==> config.mk <==
export PLATFORM = sky130hd
export DESIGN_NAME = fb_scan_addr_gen
export DESIGN_NICKNAME = d
export VERILOG_FILES = /design/src/rtl/fbsag_pkg.sv /design/src/rtl/fbsag_stride.sv /design/src/rtl/fbsag_win_check.sv /design/src/rtl/fbsag_addr_ctr.sv /design/src/rtl/fb_scan_addr_gen.sv
export SDC_FILE = /design/constraint.sdc
export NUM_CORES = 1
export LEC_CHECK = 0
export BUFFER_PORTS_ARGS = -buffer_cell sky130_fd_sc_hd__buf_2
export CORE_MARGIN = 2
export CORE_UTILIZATION = 45
export CTS_CLUSTER_SIZE = 30
export DETAILED_ROUTE_END_ITERATION = 16
export SYNTH_ARGS = -nofsm -noshare
export SYNTH_HDL_FRONTEND = slang
export SYNTH_SLANG_ARGS = --single-unit
==> constraint.sdc <==
create_clock -name clk_i -period 16.2 [get_ports clk_i]
set_clock_uncertainty 0.05 [all_clocks]
set_input_delay 1.62 -clock clk_i [delete_from_list [all_inputs] [get_ports clk_i]]
set_output_delay 1.62 -clock clk_i [all_outputs]
set_load 0.02 [all_outputs]
==> src/rtl/fbsag_pkg.sv <==
package fbsag_pkg;
  typedef enum logic [2:0] {
    REG_BASE  = 3'd0,
    REG_WIDTH = 3'd1,
    REG_DEPTH = 3'd2,
    REG_POS   = 3'd3,
    REG_DST   = 3'd4,
    REG_SRC   = 3'd5
  } cfg_reg_e;

  localparam logic [5:0] DEPTH_RST = 6'd32;
  localparam int unsigned PAD_BYTES = 16;
endpackage

==> src/rtl/fbsag_stride.sv <==
module fbsag_stride #(
  parameter int unsigned DIM_W = 16,
  parameter int unsigned SW    = DIM_W + 4
) (
  input  logic [DIM_W-1:0] width_i,
  input  logic [5:0]       depth_i,
  output logic [SW-1:0]    stride_o,
  output logic [1:0]       fmt_o,
  output logic [2:0]       step_o
);
  localparam int unsigned PB = fbsag_pkg::PAD_BYTES;
  localparam int unsigned LB = $clog2(PB);

  logic [SW-1:0] raw;
  logic [SW-1:0] raw_up;

  always_comb begin
    step_o   = depth_i[5:3];
    raw      = SW'(width_i) * SW'(step_o);
    raw_up   = raw + SW'(PB - 1);
    stride_o = {raw_up[SW-1:LB], {LB{1'b0}}};
    fmt_o    = depth_i[5:4];
  end

  always_comb begin
    AST_STRIDE_PAD: assert (stride_o >= raw && (stride_o - raw) < SW'(PB));
  end
endmodule

==> src/rtl/fbsag_win_check.sv <==
module fbsag_win_check #(
  parameter int unsigned DIM_W = 16
) (
  input  logic             clk_i,
  input  logic             rst_ni,
  input  logic [DIM_W-1:0] pos_x_i,
  input  logic [DIM_W-1:0] pos_y_i,
  input  logic [DIM_W-1:0] dst_w_i,
  input  logic [DIM_W-1:0] dst_h_i,
  input  logic [DIM_W-1:0] src_w_i,
  input  logic [DIM_W-1:0] src_h_i,
  input  logic [DIM_W-1:0] disp_w_i,
  input  logic [DIM_W-1:0] disp_h_i,
  output logic             err_o
);
  logic             neg;
  logic             over;
  logic             scale;
  logic [DIM_W:0]   right_edge;
  logic [DIM_W:0]   bottom_edge;

  always_comb begin
    neg         = pos_x_i[DIM_W-1] | pos_y_i[DIM_W-1];
    right_edge  = {1'b0, pos_x_i} + {1'b0, dst_w_i};
    bottom_edge = {1'b0, pos_y_i} + {1'b0, dst_h_i};
    over        = (right_edge > {1'b0, disp_w_i}) | (bottom_edge > {1'b0, disp_h_i});
    scale       = (src_w_i != dst_w_i) | (src_h_i != dst_h_i);
  end

  always_ff @(posedge clk_i or negedge rst_ni) begin
    if (!rst_ni) err_o <= 1'b0;
    else         err_o <= neg | over | scale;
  end

  AST_NEG_POS: assert property (@(posedge clk_i) disable iff (!rst_ni)
    (pos_x_i[DIM_W-1] || pos_y_i[DIM_W-1]) |=> err_o);
  AST_NO_SCALE: assert property (@(posedge clk_i) disable iff (!rst_ni)
    (src_w_i != dst_w_i) |=> err_o);
endmodule

==> src/rtl/fbsag_addr_ctr.sv <==
module fbsag_addr_ctr #(
  parameter int unsigned ADDR_W = 32,
  parameter int unsigned SW     = 20
) (
  input  logic              clk_i,
  input  logic              rst_ni,
  input  logic              frame_start_i,
  input  logic              line_end_i,
  input  logic              pix_vld_i,
  input  logic              block_i,
  input  logic [ADDR_W-1:0] base_i,
  input  logic [SW-1:0]     stride_i,
  input  logic [2:0]        step_i,
  output logic [ADDR_W-1:0] addr_o,
  output logic              vld_o
);
  logic [ADDR_W-1:0] line_q;
  logic [ADDR_W-1:0] cur_q;
  logic [ADDR_W-1:0] next_line;
  logic              pix_go;

  assign next_line = line_q + ADDR_W'(stride_i);
  assign pix_go    = pix_vld_i & ~frame_start_i & ~line_end_i;

  always_ff @(posedge clk_i or negedge rst_ni) begin
    if (!rst_ni) begin
      line_q <= '0;
      cur_q  <= '0;
      addr_o <= '0;
      vld_o  <= 1'b0;
    end else begin
      vld_o <= 1'b0;
      if (frame_start_i) begin
        line_q <= base_i;
        cur_q  <= base_i;
      end else if (line_end_i) begin
        line_q <= next_line;
        cur_q  <= next_line;
      end else if (pix_vld_i) begin
        cur_q  <= cur_q + ADDR_W'(step_i);
        addr_o <= cur_q;
        vld_o  <= ~block_i;
      end
    end
  end

  AST_HOLD_IDLE: assert property (@(posedge clk_i) disable iff (!rst_ni)
    (!frame_start_i && !line_end_i && !pix_vld_i) |=> $stable(cur_q));
  AST_PIX_STEP: assert property (@(posedge clk_i) disable iff (!rst_ni)
    pix_go |=> (cur_q == $past(cur_q) + ADDR_W'($past(step_i))));
  AST_LINE_JUMP: assert property (@(posedge clk_i) disable iff (!rst_ni)
    (line_end_i && !frame_start_i) |=> (cur_q == $past(line_q) + ADDR_W'($past(stride_i))));
  AST_FRAME_LOAD: assert property (@(posedge clk_i) disable iff (!rst_ni)
    frame_start_i |=> (line_q == $past(base_i)));
  AST_SILENT_ERR: assert property (@(posedge clk_i) disable iff (!rst_ni)
    block_i |=> !vld_o);
endmodule

==> src/rtl/fb_scan_addr_gen.sv <==
module fb_scan_addr_gen #(
  parameter int unsigned ADDR_W = 32,
  parameter int unsigned DIM_W  = 16,
  localparam int unsigned SW    = DIM_W + 4
) (
  input  logic              clk_i,
  input  logic              rst_ni,
  input  logic              cfg_we_i,
  input  logic [2:0]        cfg_addr_i,
  input  logic [ADDR_W-1:0] cfg_wdata_i,
  input  logic              frame_start_i,
  input  logic              line_end_i,
  input  logic              pix_vld_i,
  input  logic [DIM_W-1:0]  disp_w_i,
  input  logic [DIM_W-1:0]  disp_h_i,
  output logic [ADDR_W-1:0] rd_addr_o,
  output logic              rd_vld_o,
  output logic [1:0]        fmt_code_o,
  output logic [SW-1:0]     line_pitch_o,
  output logic [SW-1:0]     fetch_len_o,
  output logic              win_err_o,
  output logic [DIM_W-1:0]  ctr_right_o,
  output logic [DIM_W-1:0]  ctr_bottom_o
);
  import fbsag_pkg::*;

  logic [ADDR_W-1:0] base_pend_q;
  logic [DIM_W-1:0]  width_q;
  logic [5:0]        depth_q;
  logic [DIM_W-1:0]  pos_x_q, pos_y_q, dst_w_q, dst_h_q, src_w_q, src_h_q;
  logic [SW-1:0]     stride;
  logic [2:0]        step;

  always_ff @(posedge clk_i or negedge rst_ni) begin
    if (!rst_ni) begin
      base_pend_q <= '0;
      width_q     <= '0;
      depth_q     <= DEPTH_RST;
      pos_x_q     <= '0;
      pos_y_q     <= '0;
      dst_w_q     <= '0;
      dst_h_q     <= '0;
      src_w_q     <= '0;
      src_h_q     <= '0;
    end else if (cfg_we_i) begin
      case (cfg_reg_e'(cfg_addr_i))
        REG_BASE:  base_pend_q <= cfg_wdata_i;
        REG_WIDTH: width_q     <= cfg_wdata_i[DIM_W-1:0];
        REG_DEPTH: depth_q     <= cfg_wdata_i[5:0];
        REG_POS:   {pos_y_q, pos_x_q} <= cfg_wdata_i[2*DIM_W-1:0];
        REG_DST:   {dst_h_q, dst_w_q} <= cfg_wdata_i[2*DIM_W-1:0];
        REG_SRC:   {src_h_q, src_w_q} <= cfg_wdata_i[2*DIM_W-1:0];
        default: ;
      endcase
    end
  end

  fbsag_stride #(.DIM_W(DIM_W), .SW(SW)) u_stride (
    .width_i  (width_q),
    .depth_i  (depth_q),
    .stride_o (stride),
    .fmt_o    (fmt_code_o),
    .step_o   (step)
  );

  fbsag_win_check #(.DIM_W(DIM_W)) u_win (
    .clk_i    (clk_i),
    .rst_ni   (rst_ni),
    .pos_x_i  (pos_x_q),
    .pos_y_i  (pos_y_q),
    .dst_w_i  (dst_w_q),
    .dst_h_i  (dst_h_q),
    .src_w_i  (src_w_q),
    .src_h_i  (src_h_q),
    .disp_w_i (disp_w_i),
    .disp_h_i (disp_h_i),
    .err_o    (win_err_o)
  );

  fbsag_addr_ctr #(.ADDR_W(ADDR_W), .SW(SW)) u_ctr (
    .clk_i         (clk_i),
    .rst_ni        (rst_ni),
    .frame_start_i (frame_start_i),
    .line_end_i    (line_end_i),
    .pix_vld_i     (pix_vld_i),
    .block_i       (win_err_o),
    .base_i        (base_pend_q),
    .stride_i      (stride),
    .step_i        (step),
    .addr_o        (rd_addr_o),
    .vld_o         (rd_vld_o)
  );

  // both pitch fields carry the same padded value
  assign line_pitch_o = stride;
  assign fetch_len_o  = stride;
  assign ctr_right_o  = disp_w_i - DIM_W'(1);
  assign ctr_bottom_o = disp_h_i - DIM_W'(1);

  AST_PITCH_MATCH: assert property (@(posedge clk_i) disable iff (!rst_ni)
    line_pitch_o == fetch_len_o);
endmodule

# Yosys cells after proc, flatten, opt, wreduce, memory -nomap -nowiden
# Cells that the tools add are included.
[op_classes] n_addsub=7 n_mul=1 n_lt_le_gt_ge=2 n_eq_ne=7 n_mux=8 bitwise_logic=8 reduce_logical=10
[ops] cell="32-bit 2-to-1 mux" count=5
[ops] cell="16-bit by 16-bit adder with 17-bit output" count=2
[ops] cell="17-bit by 16-bit > comparator with 1-bit output" count=2
[ops] cell="32-bit by 20-bit adder with 32-bit output" count=1
[ops] cell="32-bit by 3-bit adder with 32-bit output" count=1
[ops] cell="16-bit inequality test" count=2
[ops] cell="16-bit by 1-bit subtractor with 16-bit output, second input constant" count=2
[ops] cell="19-bit by 4-bit adder with 20-bit output, second input constant" count=1
[ops] cell="16-bit by 3-bit multiplier with 19-bit output" count=1
[ops] cell="2-bit AND reduction" count=6
[ops] cell="3-bit by 2-bit equality test with 1-bit output, second input constant" count=2
[ops] cell="3-bit equality test, second input constant" count=2
[ops] cell="1-bit bitwise OR" count=5
[ops] cell="3-bit by 1-bit equality test with 1-bit output, second input constant" count=1
[ops] cell="3-bit zero test" count=1
[ops] cell="1-bit 2-to-1 mux" count=3
[ops] cell="1-bit inverter" count=3
[ops] cell="3-bit AND reduction" count=1
[ops] cell="3-bit nonzero test" count=1
[ops] cell="2-bit nonzero test" count=1
[totals] reg_bits=248 input_bits=73 out_inout_bits=108 wordCells=57

# Logic depth before layout (Yosys ltp)
# Gate-level depths: netlist of run 1.
[logic_depth] depth_word=5 mapped_depth=24 mapped_depth_nobuf=22

# Cells and area by module
# A second synthesis of run 1 with hierarchy kept.
[hier_totals] hier_cells=1587 area_unflattened_um2=16370.7
[modules_own_cells] mod="fb_scan_addr_gen" instances=1 cells_per_inst=421 area_each_um2=6278.5 seq_area_each_um2=3754.9
[modules_own_cells] mod="fbsag_addr_ctr" instances=1 cells_per_inst=635 area_each_um2=5965.7 seq_area_each_um2=2427.3
[modules_own_cells] mod="fbsag_win_check" instances=1 cells_per_inst=355 area_each_um2=2608.8 seq_area_each_um2=25.0
[modules_own_cells] mod="fbsag_stride" instances=1 cells_per_inst=176 area_each_um2=1517.7 seq_area_each_um2=0.0

# Least setup slack after synthesis of run 1
# No wires, ideal clock.
[synth_path] path_type="register -> register" start="register depth_q[5]" end="register u_ctr.cur_q[25]" setup_time_ns=0.065 arrival_time_ns=5.560 required_ns=16.085 slack_ns=10.525 path_stages_with_launch=23 n_path_buf=1 synth_period_minus_slack_ns=5.675 path_cell_list="dfstp_2 clkbuf_1 nand2_1 fa_1 inv_1 ha_1 ha_1 a21o_1 a21oi_1 a21boi_0 o22ai_1 o21ai_1 o41ai_1 xnor2_1 ha_1 and4_4 and3_2 a22o_1 o21ai_2 nor2_2 xnor2_1 o311ai_0 o221a_2"
[synth_between] elab_chain_len=5 elab_cells_between_ends=7 cone_classes="add/sub: 3; mul: 1; mux: 3"
[synth_lines] item="from (decl)" line_no="fb_scan_addr_gen.sv:29" rtl="logic [5:0] depth_q;"
[synth_lines] item="from (signal assigned)" line_no="fb_scan_addr_gen.sv:49" rtl="REG_DEPTH: depth_q <= cfg_wdata_i[5:0];"
[synth_lines] item="16-bit by 3-bit multiplier with 19-bit output" line_no="fbsag_stride.sv:19" rtl="raw = SW'(width_i) * SW'(step_o);"
[synth_lines] item="19-bit by 4-bit adder with 20-bit output" line_no="fbsag_stride.sv:20" rtl="raw_up = raw + SW'(PB - 1);"
[synth_lines] item="named net fetch_len_o[18]" line_no="fb_scan_addr_gen.sv:20" rtl="output logic [SW-1:0] fetch_len_o,"
[synth_lines] item="32-bit by 20-bit adder with 32-bit output" line_no="fbsag_addr_ctr.sv:22" rtl="assign next_line = line_q + ADDR_W'(stride_i);"
[synth_lines] item="32-bit 2-to-1 mux" line_no="fbsag_addr_ctr.sv:36" rtl="end else if (line_end_i) begin"
[synth_lines] item="32-bit 2-to-1 mux" line_no="fbsag_addr_ctr.sv:33" rtl="if (frame_start_i) begin"
[synth_lines] item="to (signal assigned)" line_no="fbsag_addr_ctr.sv:35" rtl="cur_q <= base_i;"
[synth_lines] item="to (signal assigned)" line_no="fbsag_addr_ctr.sv:38" rtl="cur_q <= next_line;"
[synth_lines] item="to (signal assigned)" line_no="fbsag_addr_ctr.sv:40" rtl="cur_q <= cur_q + ADDR_W'(step_i);"
[synth_lines] item="to (decl)" line_no="fbsag_addr_ctr.sv:18" rtl="logic [ADDR_W-1:0] cur_q;"
# The timed path passes the listed nets, and every way through them passes these cells. The select of a mux whose other input is x is not followed.
# A chain may end at the register's enable or synchronous reset.

# Final worst setup path of run 1
[layout_path] start="register depth_q[5]" end="output fetch_len_o[18]"
[layout_between] elab_chain_len=2
[layout_lines] item="16-bit by 3-bit multiplier with 19-bit output" line_no="fbsag_stride.sv:19"
[layout_lines] item="19-bit by 4-bit adder with 20-bit output" line_no="fbsag_stride.sv:20"
[layout_lines] item="to (decl)" line_no="fb_scan_addr_gen.sv:20"
# Every way passes these cells.

==> flow_metrics.env, run 1 <==
export IMPL_worst_path_dominant_cell_family="compound AO/OA/AOI/OAI gates"
export IMPL_min_delay_path_class="reg -> reg"
export IMPL_max_cap_violations=0
export IMPL_synthMostInstantiatedCell="sky130_fd_sc_hd__dfrtp_1"
export IMPL_drc=0
export IMPL_antenna_diode_count=0
export IMPL_setup_worst_path_start="depth_q[5]"
export IMPL_cts_h_tree_lvls=1
export IMPL_drive_above_1_share=0.264
export IMPL_cts_tree="yes"
export IMPL_primary_flip_flop_cell_chosen_by_synthesis_mapping="sky130_fd_sc_hd__dfrtp_1"
export IMPL_finalInstanceArea_um2=17900
export IMPL_design_final_nets=1872
export IMPL_synth_cell_types=82
export IMPL_grt_setup_unrepaired="no"
export IMPL_detail_route_wirelength_um=41300
export IMPL_synth_top_area_share=0.388
export IMPL_timing_final_max_slew_violations=0
export IMPL_netlist_top_cells_count="244 x sky130_fd_sc_hd__dfrtp_1, 178 x sky130_fd_sc_hd__mux2_2, 120 x sky130_fd_sc_hd__ha_1, 109 x sky130_fd_sc_hd__nand2_1, 80 x sky130_fd_sc_hd__a21oi_1"
export IMPL_hold_buffers=0
export IMPL_setup_viol_count_final=0
export IMPL_route_detailed_vias_per_inst=5.59
export IMPL_cts_root_buffer_cell="sky130_fd_sc_hd__clkbuf_16"
export IMPL_grt_remaining_overflow=0
export IMPL_sequentialPowerShare=0.286
export IMPL_numPortBuffers=172
export IMPL_min_period_over_period=0.384
export IMPL_die_height_um=191
export IMPL_max_slew_margin_rel=0.225
export IMPL_slowest_delay_ns=0.71
export IMPL_globalplace_congestion=0.866
export IMPL_synthTopCellsByArea="sky130_fd_sc_hd__dfrtp_1 39%, sky130_fd_sc_hd__mux2_2 13%, sky130_fd_sc_hd__ha_1 9.5%"
export IMPL_core_area_um2=34500
export IMPL_rows=68
export IMPL_final_hold_viol_count=0
export IMPL_syn_inst=1516
export IMPL_synth_largest_area_cell="sky130_fd_sc_hd__dfrtp_1"
export IMPL_rr_startpoint="depth_q[5]"
export IMPL_fmaxAchievable_mhz=161
export IMPL_place_area_um2=16900
export IMPL_detailroute_via_count=11945
export IMPL_cts_max_path_buffers=3
export IMPL_peakVddDrop_uv=150
export IMPL_synth_edf_count=0
export IMPL_crit_path_end_kind="primary output"
export IMPL_clock_power_share=0.211
export IMPL_synth_area_per_cell_um2=10.4
export IMPL_drt_iter0_markers=735
export IMPL_tritoncts_num_buffers=28
export IMPL_worst_path_buf_inv=2
export IMPL_first_global_vias=11703
export IMPL_area_added_between_synthesis_and_finish_pct=13.9
export IMPL_detail_route_antenna_nets=0
export IMPL_cts_setup_buffers=0
export IMPL_critPathKind="reg -> out"
export IMPL_drtPass1Iterations=6
export IMPL_antenna_found_initial=0
export IMPL_route_detailed_wl_per_inst_um=19.3
export IMPL_worst_slew_pin_transition_ns=1.16
export IMPL_clkTransAtPathRegs_ns=0.06
export IMPL_asr_flop_ratio_synth=1.00
export IMPL_comb_power_share=0.503
export IMPL_cp_max_fo=19
export IMPL_p_sw_frac=0.419
export IMPL_worstPathCellList="nand2_1 > ha_1 > fa_1 > inv_1 > ha_1 > a41o_1 > o221ai_2 > nand2_1 > o22ai_1 > o21ai_1 > o41ai_1 > xnor2_1 > buf_2"
export IMPL_power_switching_mw=1.35
export IMPL_setup_worst_path_start_class="flip-flop"
export IMPL_tns_ns=0
export IMPL_startpoint_of_the_worst_hold_path="u_win.err_o"
export IMPL_syn_area_um2=15700
export IMPL_intPower_mw=1.88
export IMPL_grt_util_all_layers=0.227
export IMPL_finalCriticalPeriod_ns=6.21
export IMPL_synth_seq_area_share=0.390
export IMPL_cts_resized_gates=0
export IMPL_yosysWarnings=0
export IMPL_cellPowerDensity_nw_per_um2=180
export IMPL_place_detailed_hpwl_um=30400
export IMPL_tritoncts_num_sinks=245
export IMPL_io_pins=181
export IMPL_pin_count_of_the_biggest_net_entering_global_routing=137
export IMPL_master_of_the_slowest_instance_on_the_critical_path="sky130_fd_sc_hd__dfstp_2"
export IMPL_grt_pass1_wl_um=65100
export IMPL_fillerInstances=3159
export IMPL_wp_data_arrival_ns=4.54
export IMPL_ys_ff_latch=245
export IMPL_outcome="complete, no violations"
export IMPL_chipWidth_um=191
export IMPL_clk_latency_ns=0.54
export IMPL_initial_utilization=0.456
export IMPL_leakagePower_nw=8.45
export IMPL_dieArea_um2=36500
export IMPL_critPathRequiredTime_ns=14.53
-- power groups by stage --
stage	Sequential, mW	Clock (mW)	Combinational, mW
2_1_floorplan	0.914	0	1.23
3_3_place_gp	0.925	0	1.59
3_5_place_dp	0.932	0	1.61
4_1_cts	0.923	0.695	1.63
5_1_grt	0.944	0.719	1.81
6_report	0.924	0.682	1.63
-- metrics by stage --
stage	instances	hold slack (ns)	total power [mW]	util	setup slack [ns]
after floorplan	1523	0.403	2.15	-	10.52
after global placement	2086	0.379	2.52	0.491	10.45
after detailed placement	2086	0.366	2.55	0.491	10.27
after CTS	2137	0.385	3.25	0.520	9.96
after global routing	2137	0.408	3.48	0.520	9.62
final	2137	0.385	3.23	0.520	9.99
-- final timing paths --
kind / end / slack [ns] / cells after the start
worst min register to register: u_ctr.vld_o / 0.38 / 1
min in group asynchronous: dst_h_q[5] / 1.11 / 1
worst max register to register: u_ctr.cur_q[31] / 10.27 / 21
max in group asynchronous: u_ctr.line_q[15] / 13.72 / 2
worst min-delay path: u_ctr.vld_o / 0.38 / 1
worst max-delay path: fetch_len_o[18] / 9.99 / 13
-- sequential cells by signal (all words and copies together), names as in the netlist --
| name | cells |
|---|---|
| dst_w_q | 16 |
| pos_x_q | 16 |
| src_w_q | 16 |
| u_ctr.vld_o | 1 |
| depth_q | 3 |
| width_q | 16 |
| u_ctr.line_q | 32 |
| dst_h_q | 16 |
| pos_y_q | 16 |
| u_ctr.addr_o | 32 |
| base_pend_q | 32 |
| u_ctr.cur_q | 32 |
| src_h_q | 16 |
| u_win.err_o | 1 |
-- cells in the final DEF, fill, tap and decap left out, types with 5 or more instances in the layout --
cell type,instances
sky130_fd_sc_hd__a31oi_1,15
sky130_fd_sc_hd__a22oi_1,7
sky130_fd_sc_hd__fa_1,18
sky130_fd_sc_hd__xor2_1,49
sky130_fd_sc_hd__buf_2,171
sky130_fd_sc_hd__nor4_1,15
sky130_fd_sc_hd__ha_1,120
sky130_fd_sc_hd__mux2_2,178
sky130_fd_sc_hd__nor2_1,74
sky130_fd_sc_hd__nand3_1,33
sky130_fd_sc_hd__o21ai_1,6
sky130_fd_sc_hd__o211ai_1,10
sky130_fd_sc_hd__o22a_1,6
sky130_fd_sc_hd__dfrtp_1,244
sky130_fd_sc_hd__nor3_1,33
sky130_fd_sc_hd__a21o_1,29
sky130_fd_sc_hd__nor2b_1,13
sky130_fd_sc_hd__o21a_1,11
sky130_fd_sc_hd__o21ai_0,55
sky130_fd_sc_hd__bufinv_16,5
sky130_fd_sc_hd__buf_4,9
sky130_fd_sc_hd__xnor2_1,78
sky130_fd_sc_hd__nand2_1,109
sky130_fd_sc_hd__clkbuf_16,29
sky130_fd_sc_hd__and2_1,40
sky130_fd_sc_hd__and3_1,15
sky130_fd_sc_hd__o21bai_1,5
sky130_fd_sc_hd__a21oi_1,80
sky130_fd_sc_hd__nand4_1,19
sky130_fd_sc_hd__clkinv_2,7
sky130_fd_sc_hd__conb_1,8
sky130_fd_sc_hd__o2111ai_1,7
sky130_fd_sc_hd__o22ai_1,6
sky130_fd_sc_hd__inv_1,76
-- cells by family (layout without fill, tap and decap cells) --
| group | after synthesis | in the layout | share of synthesized area |
|---|---|---|---|
| compound gates | 294 | 294 | 0.126 |
| xor+xnor | 127 | 127 | 0.0707 |
| fa+ha+maj | 138 | 138 | 0.118 |
| buf+inv | 150 | 309 | 0.0434 |
| flops | 245 | 245 | 0.390 |
| mux | 180 | 180 | 0.129 |
| other cells | 1 | 8 | 0.000238 |
| simple gates | 381 | 381 | 0.123 |
-- final cells by class --
class / count / area (um^2) / share of cell area
Clock buffer: 36 / 792 / 0.0442
Clock inverter: 15 / 208 / 0.0116
Inverter: 76 / 285 / 0.0159
Multi-Input combinational cell: 1128 / 8970 / 0.501
Sequential cell: 245 / 6130 / 0.342
Tap cell: 455 / 569 / 0.0318
Timing Repair Buffer: 182 / 958 / 0.0535
-- metal layers --
layer	GRT usage	share of wire	wire length, um
met5	0	0	0
met4	0.0552	0.022	917
met3	0.0246	0.040	1660
met2	0.362	0.46	18900
met1	0.330	0.48	19800
No activity file was read; power rests on OpenSTA's default activity.
==> inputs of run 2 (changes only) <==
clock period = 6.35 ns   (was 16.2 ns; I/O delays follow)
==> flow_metrics.env, run 2 (synthesized netlist as in run 1, its figures left out) <==
export IMPL_dieArea_um2=36500
export IMPL_worst_slew_pin_transition_ns=1.12
export IMPL_setup_viol_count_final=0
export IMPL_slowest_delay_ns=0.70
export IMPL_leakagePower_nw=8.40
export IMPL_drive_above_1_share=0.260
export IMPL_io_pins=181
export IMPL_tns_ns=0
export IMPL_tritoncts_num_sinks=245
export IMPL_post_layout_total_power_mw=8.10
export IMPL_rr_startpoint="depth_q[5]"
export IMPL_clk_latency_ns=0.55
export IMPL_tritoncts_num_buffers=27
export IMPL_antenna_diode_count=0
export IMPL_globalplace_congestion=0.861
export IMPL_hold_buffers=0
export IMPL_fmaxAchievable_mhz=170
export IMPL_rows=68
export IMPL_die_height_um=191
export IMPL_outcome="complete, no violations"
export IMPL_area_added_between_synthesis_and_finish_pct=13.3
export IMPL_grt_remaining_overflow=0
export IMPL_chipWidth_um=191
export IMPL_final_hold_viol_count=0
export IMPL_core_area_um2=34500
export IMPL_crit_path_end_kind="flip-flop"
export IMPL_critPathKind="reg -> reg"
export IMPL_critPathMostFrequentCell="sky130_fd_sc_hd__ha_1"
export IMPL_clkTransAtPathRegs_ns=0.06
export IMPL_route_detailed_vias_per_inst=5.60
export IMPL_critPathRequiredTime_ns=6.78
export IMPL_mostFrequentLayoutCells="243 x sky130_fd_sc_hd__dfrtp_1, 178 x sky130_fd_sc_hd__mux2_2, 171 x sky130_fd_sc_hd__buf_2"
export IMPL_antenna_found_initial=0
export IMPL_initial_utilization=0.456
export IMPL_final_common_cell="sky130_fd_sc_hd__dfrtp_1"
export IMPL_cp_max_fo=19
export IMPL_cts_h_tree_lvls=1
export IMPL_detail_route_antenna_nets=0
export IMPL_grt_setup_unrepaired="no"
export IMPL_first_global_vias=11780
export IMPL_cts_root_buffer_cell="sky130_fd_sc_hd__clkbuf_16"
export IMPL_pin_count_of_the_biggest_net_entering_global_routing=125
export IMPL_worstPathCellList="nand2_1 > ha_1 > fa_1 > inv_1 > ha_1 > a41o_1 > o221ai_2 > nand2_1 > o22ai_1 > o21ai_1 > o21a_1 > nor2_1 > xnor2_1 > ha_1 > a21oi_2 > o2111ai_1 > a22o_1 > o21ai_2 > nor2_2 > xnor2_1 > o31ai_1 > o221a_2"
export IMPL_cellPowerDensity_nw_per_um2=455
export IMPL_max_cap_violations=0
export IMPL_finalCriticalPeriod_ns=5.87
export IMPL_drtPass1Iterations=5
export IMPL_setup_worst_path_start="depth_q[5]"
export IMPL_drc=0
export IMPL_final_hold_worst_slack_ns=0.123
export IMPL_master_of_the_slowest_instance_on_the_critical_path="sky130_fd_sc_hd__dfstp_2"
export IMPL_numPortBuffers=172
export IMPL_min_delay_path_class="in -> async"
export IMPL_cts_max_path_buffers=3
export IMPL_drt_iter0_markers=731
export IMPL_regToRegSetupSlack_ns=0.48
export IMPL_design_final_nets=1871
export IMPL_min_period_over_period=0.924
export IMPL_wp_data_arrival_ns=6.29
export IMPL_detail_route_wirelength_um=40800
export IMPL_cts_tree="yes"
export IMPL_grt_util_all_layers=0.226
export IMPL_grt_pass1_wl_um=65100
export IMPL_timing_final_max_slew_violations=0
export IMPL_place_detailed_hpwl_um=30400
export IMPL_peakVddDrop_uv=514
export IMPL_detailroute_via_count=11946
export IMPL_max_slew_margin_rel=0.254
export IMPL_route_detailed_wl_per_inst_um=19.1
export IMPL_setup_worst_path_start_class="flip-flop"
## run 2: worst max-delay path, delay by kind of cell (launching register included)
family                   cells  cell delay (ns)
adder cells (fa/ha/maj)      4             1.55
flip-flops                   1             0.70
AO/OA/AOI/OAI               11             2.69
buffers and inverters        1             0.04
AND/OR/NAND/NOR              4             0.44
XOR/XNOR                     2             0.33
## run 2: metal layers
metal  global-route usage  up-vias  part of all wire
met5                    0        -                 0
met2                0.361      254              0.46
met3               0.0213       42             0.039
met1                0.334     5948              0.49
li1                     -     5702                 -
met4               0.0459        0             0.018
## run 2: worst paths after layout
path                                    to  cells after the start
setup / recovery           u_ctr.cur_q[25]                     22
hold / removal                  dst_h_q[5]                      1
setup reg to reg           u_ctr.cur_q[25]                     22
hold reg to reg                u_ctr.vld_o                      1
max in group asynchronous       depth_q[4]                      2
min in group clk_i              dst_h_q[3]                      2
## run 2: what timing repair did
| action | CTS | global route |
|---|---|---|
| gates resized for setup | 0 | 2 |
| setup endpoints to repair | 0 | 8 |
| buffers inserted | 0 | 0 |
## run 2: final cells by class
| cell class | instances | area [um^2] |
|---|---|---|
| clock buffer | 40 | 764 |
| clock inverter | 8 | 133 |
| fill | 3202 | 16600 |
| inverter | 76 | 285 |
| multi-input combinational | 1128 | 8970 |
| sequential | 245 | 6130 |
| tap | 455 | 569 |
| timing repair buffer | 182 | 958 |
## run 2: stage by stage
stage	cells	worst slack [ns]	area, um^2	util
final	2134	0.483	17800	0.517
after global routing	2134	0.0442	17800	0.517
after CTS	2134	0.438	17800	0.517
after detailed placement	2086	0.463	16900	0.491
after global placement	2086	0.615	16900	0.491
after floorplan	1523	0.675	15800	-
## run 2: power by group
group	switching [mW]	internal (mW)
sequential	0.376	1.98
clock	0.643	0.955
combinational	2.42	1.74
total	3.44	4.67
==> inputs of run 3 (changes only) <==
BUFFER_PORTS_ARGS = -buffer_cell sky130_fd_sc_hd__buf_4   (was -buffer_cell sky130_fd_sc_hd__buf_2)
RECOVER_POWER = 100   (was unset)
==> flow_metrics.env, run 3 (synthesized netlist as in run 1, its figures left out) <==
export IMPL_cts_root_buffer_cell="sky130_fd_sc_hd__clkbuf_16"
export IMPL_critPathKind="reg -> reg"
export IMPL_worst_path_dominant_cell_family="compound AO/OA/AOI/OAI gates"
export IMPL_final_hold_viol_count=0
export IMPL_crit_path_end_kind="flip-flop"
export IMPL_finalInstanceArea_um2=17800
export IMPL_drc=0
export IMPL_cts_max_path_buffers=3
export IMPL_pre_cts_ws_ns=0.424
export IMPL_drt_iter0_markers=815
export IMPL_first_global_vias=11778
export IMPL_die_height_um=191
export IMPL_master_of_the_slowest_instance_on_the_critical_path="sky130_fd_sc_hd__dfstp_2"
export IMPL_critPathRequiredTime_ns=6.71
export IMPL_numPortBuffers=172
export IMPL_worst_slack_ns=0.425
export IMPL_rows=68
export IMPL_violations_in_the_final_reports="max-capacitance violations, max-slew violations"
export IMPL_cts_h_tree_lvls=1
export IMPL_grt_util_all_layers=0.229
export IMPL_finalCriticalPeriod_ns=5.92
export IMPL_initial_utilization=0.456
export IMPL_clk_latency_ns=0.52
export IMPL_final_common_cell="sky130_fd_sc_hd__dfrtp_1"
export IMPL_detailroute_via_count=11964
export IMPL_tritoncts_num_sinks=245
export IMPL_mostFrequentLayoutCells="243 x sky130_fd_sc_hd__dfrtp_1, 178 x sky130_fd_sc_hd__mux2_2, 120 x sky130_fd_sc_hd__ha_1"
export IMPL_clkTransAtPathRegs_ns=0.06
export IMPL_leakagePower_nw=8.11
export IMPL_detail_route_antenna_nets=0
export IMPL_min_delay_path_class="in -> reg"
export IMPL_worst_slew_pin_transition_ns=3.12
export IMPL_wp_data_arrival_ns=6.29
export IMPL_grt_pass1_wl_um=65600
export IMPL_max_slew_margin_rel=-1.08
export IMPL_globalplace_congestion=0.842
export IMPL_cts_tree="yes"
export IMPL_drive_above_1_share=0.198
export IMPL_grt_remaining_overflow=0
export IMPL_final_util=0.516
export IMPL_core_area_um2=34500
export IMPL_grt_setup_unrepaired="no"
export IMPL_dp_cells=2087
export IMPL_timing_final_max_slew_violations=463
export IMPL_place_detailed_hpwl_um=30700
export IMPL_worst_path_buf_inv=1
export IMPL_io_pins=181
export IMPL_setup_viol_count_final=0
export IMPL_chipWidth_um=191
export IMPL_antenna_found_initial=1
export IMPL_cp_max_fo=19
export IMPL_post_layout_total_power_mw=8.00
export IMPL_area_added_between_synthesis_and_finish_pct=13.1
export IMPL_fmaxAchievable_mhz=169
export IMPL_peakVddDrop_uv=523
export IMPL_setup_worst_path_start_class="flip-flop"
export IMPL_hold_buffers=0
export IMPL_route_detailed_wl_per_inst_um=19.3
export IMPL_design_final_nets=1872
export IMPL_detail_route_wirelength_um=41200
export IMPL_route_detailed_vias_per_inst=5.61
export IMPL_drtPass1Iterations=5
export IMPL_place_area_um2=17300
export IMPL_dieArea_um2=36500
export IMPL_final_instance_count_excl_fill=2134
export IMPL_critPathMostFrequentCell="sky130_fd_sc_hd__ha_1"
export IMPL_final_hold_worst_slack_ns=0.340
export IMPL_min_period_over_period=0.933
export IMPL_slowest_delay_ns=0.71
export IMPL_tns_ns=0
export IMPL_worstPathCellList="nand2_1 > ha_1 > fa_1 > inv_1 > ha_1 > a41o_1 > o221ai_2 > nand2_1 > o22ai_1 > o21ai_1 > o21a_1 > nor2_1 > xnor2_1 > ha_1 > a21oi_2 > o21ai_0 > a211oi_1 > a31oi_4 > nand3_1 > xor2_1 > o21ai_0 > o221a_2"
export IMPL_tritoncts_num_buffers=27
export IMPL_antenna_diode_count=0
export IMPL_cellPowerDensity_nw_per_um2=450
export IMPL_pin_count_of_the_biggest_net_entering_global_routing=122
export IMPL_max_cap_violations=9
export IMPL_outcome="finished, violations left"
==> run 3: report_power, final <==
| part | switching, mW | total [mW] | internal, mW |
|---|---|---|---|
| registers | 0.380 | 2.35 | 1.98 |
| logic | 2.41 | 4.08 | 1.67 |
| clock network | 0.628 | 1.57 | 0.942 |
| total | 3.41 | 8.00 | 4.59 |
==> run 3: layout make-up <==
type                    instances  area [um^2]
multi-input cells            1128         8930
fillers                      3197        16700
inverters                      76          285
clock inverters                13          143
well taps                     455          569
repair buffers                183          976
flip-flops and latches        245         6130
clock buffers                  34          742
==> run 3: worst paths after layout <==
check | from | endpoint | slack, ns | cells after the start
max reg2reg | depth_q[5] | u_ctr.cur_q[24] | 0.43 | 22
min in group asynchronous | rst_ni | pos_y_q[5] | 1.05 | 1
max in group asynchronous | rst_ni | depth_q[4] | 1.99 | 2
min | cfg_wdata_i[23] | pos_y_q[7] | 0.34 | 2
max | depth_q[5] | u_ctr.cur_q[24] | 0.43 | 22
min reg2reg | u_win.err_o | u_ctr.vld_o | 0.42 | 1
==> run 3: repair_timing <==
item                                   CTS  global route
setup endpoints to repair                0             3
gates resized for setup                  0             3
endpoints found under the hold margin    0             0
buffers inserted                         0             0
==> run 3: metal layers <==
| metal | track usage | up-vias | wire [um] |
|---|---|---|---|
| met3 | 0.0167 | 50 | 1280 |
| met4 | 0.0543 | 0 | 917 |
| met1 | 0.337 | 5960 | 20000 |
| met5 | 0 | - | 0 |
| met2 | 0.366 | 253 | 19000 |
| li1 | - | 5701 | - |
==> run 3: worst reg2reg max path, cell delays in order (launching register included) <==
cell and delay, ns:
sky130_fd_sc_hd__dfstp_2 0.71, sky130_fd_sc_hd__nand2_1 0.10, sky130_fd_sc_hd__ha_1 0.34, sky130_fd_sc_hd__fa_1 0.56, sky130_fd_sc_hd__inv_1 0.04, sky130_fd_sc_hd__ha_1 0.27, sky130_fd_sc_hd__a41o_1 0.27, sky130_fd_sc_hd__o221ai_2 0.19
sky130_fd_sc_hd__nand2_1 0.17, sky130_fd_sc_hd__o22ai_1 0.27, sky130_fd_sc_hd__o21ai_1 0.20, sky130_fd_sc_hd__o21a_1 0.22, sky130_fd_sc_hd__nor2_1 0.11, sky130_fd_sc_hd__xnor2_1 0.19, sky130_fd_sc_hd__ha_1 0.39, sky130_fd_sc_hd__a21oi_2 0.24
sky130_fd_sc_hd__o21ai_0 0.12, sky130_fd_sc_hd__a211oi_1 0.40, sky130_fd_sc_hd__a31oi_4 0.23, sky130_fd_sc_hd__nand3_1 0.16, sky130_fd_sc_hd__xor2_1 0.20, sky130_fd_sc_hd__o21ai_0 0.14, sky130_fd_sc_hd__o221a_2 0.27
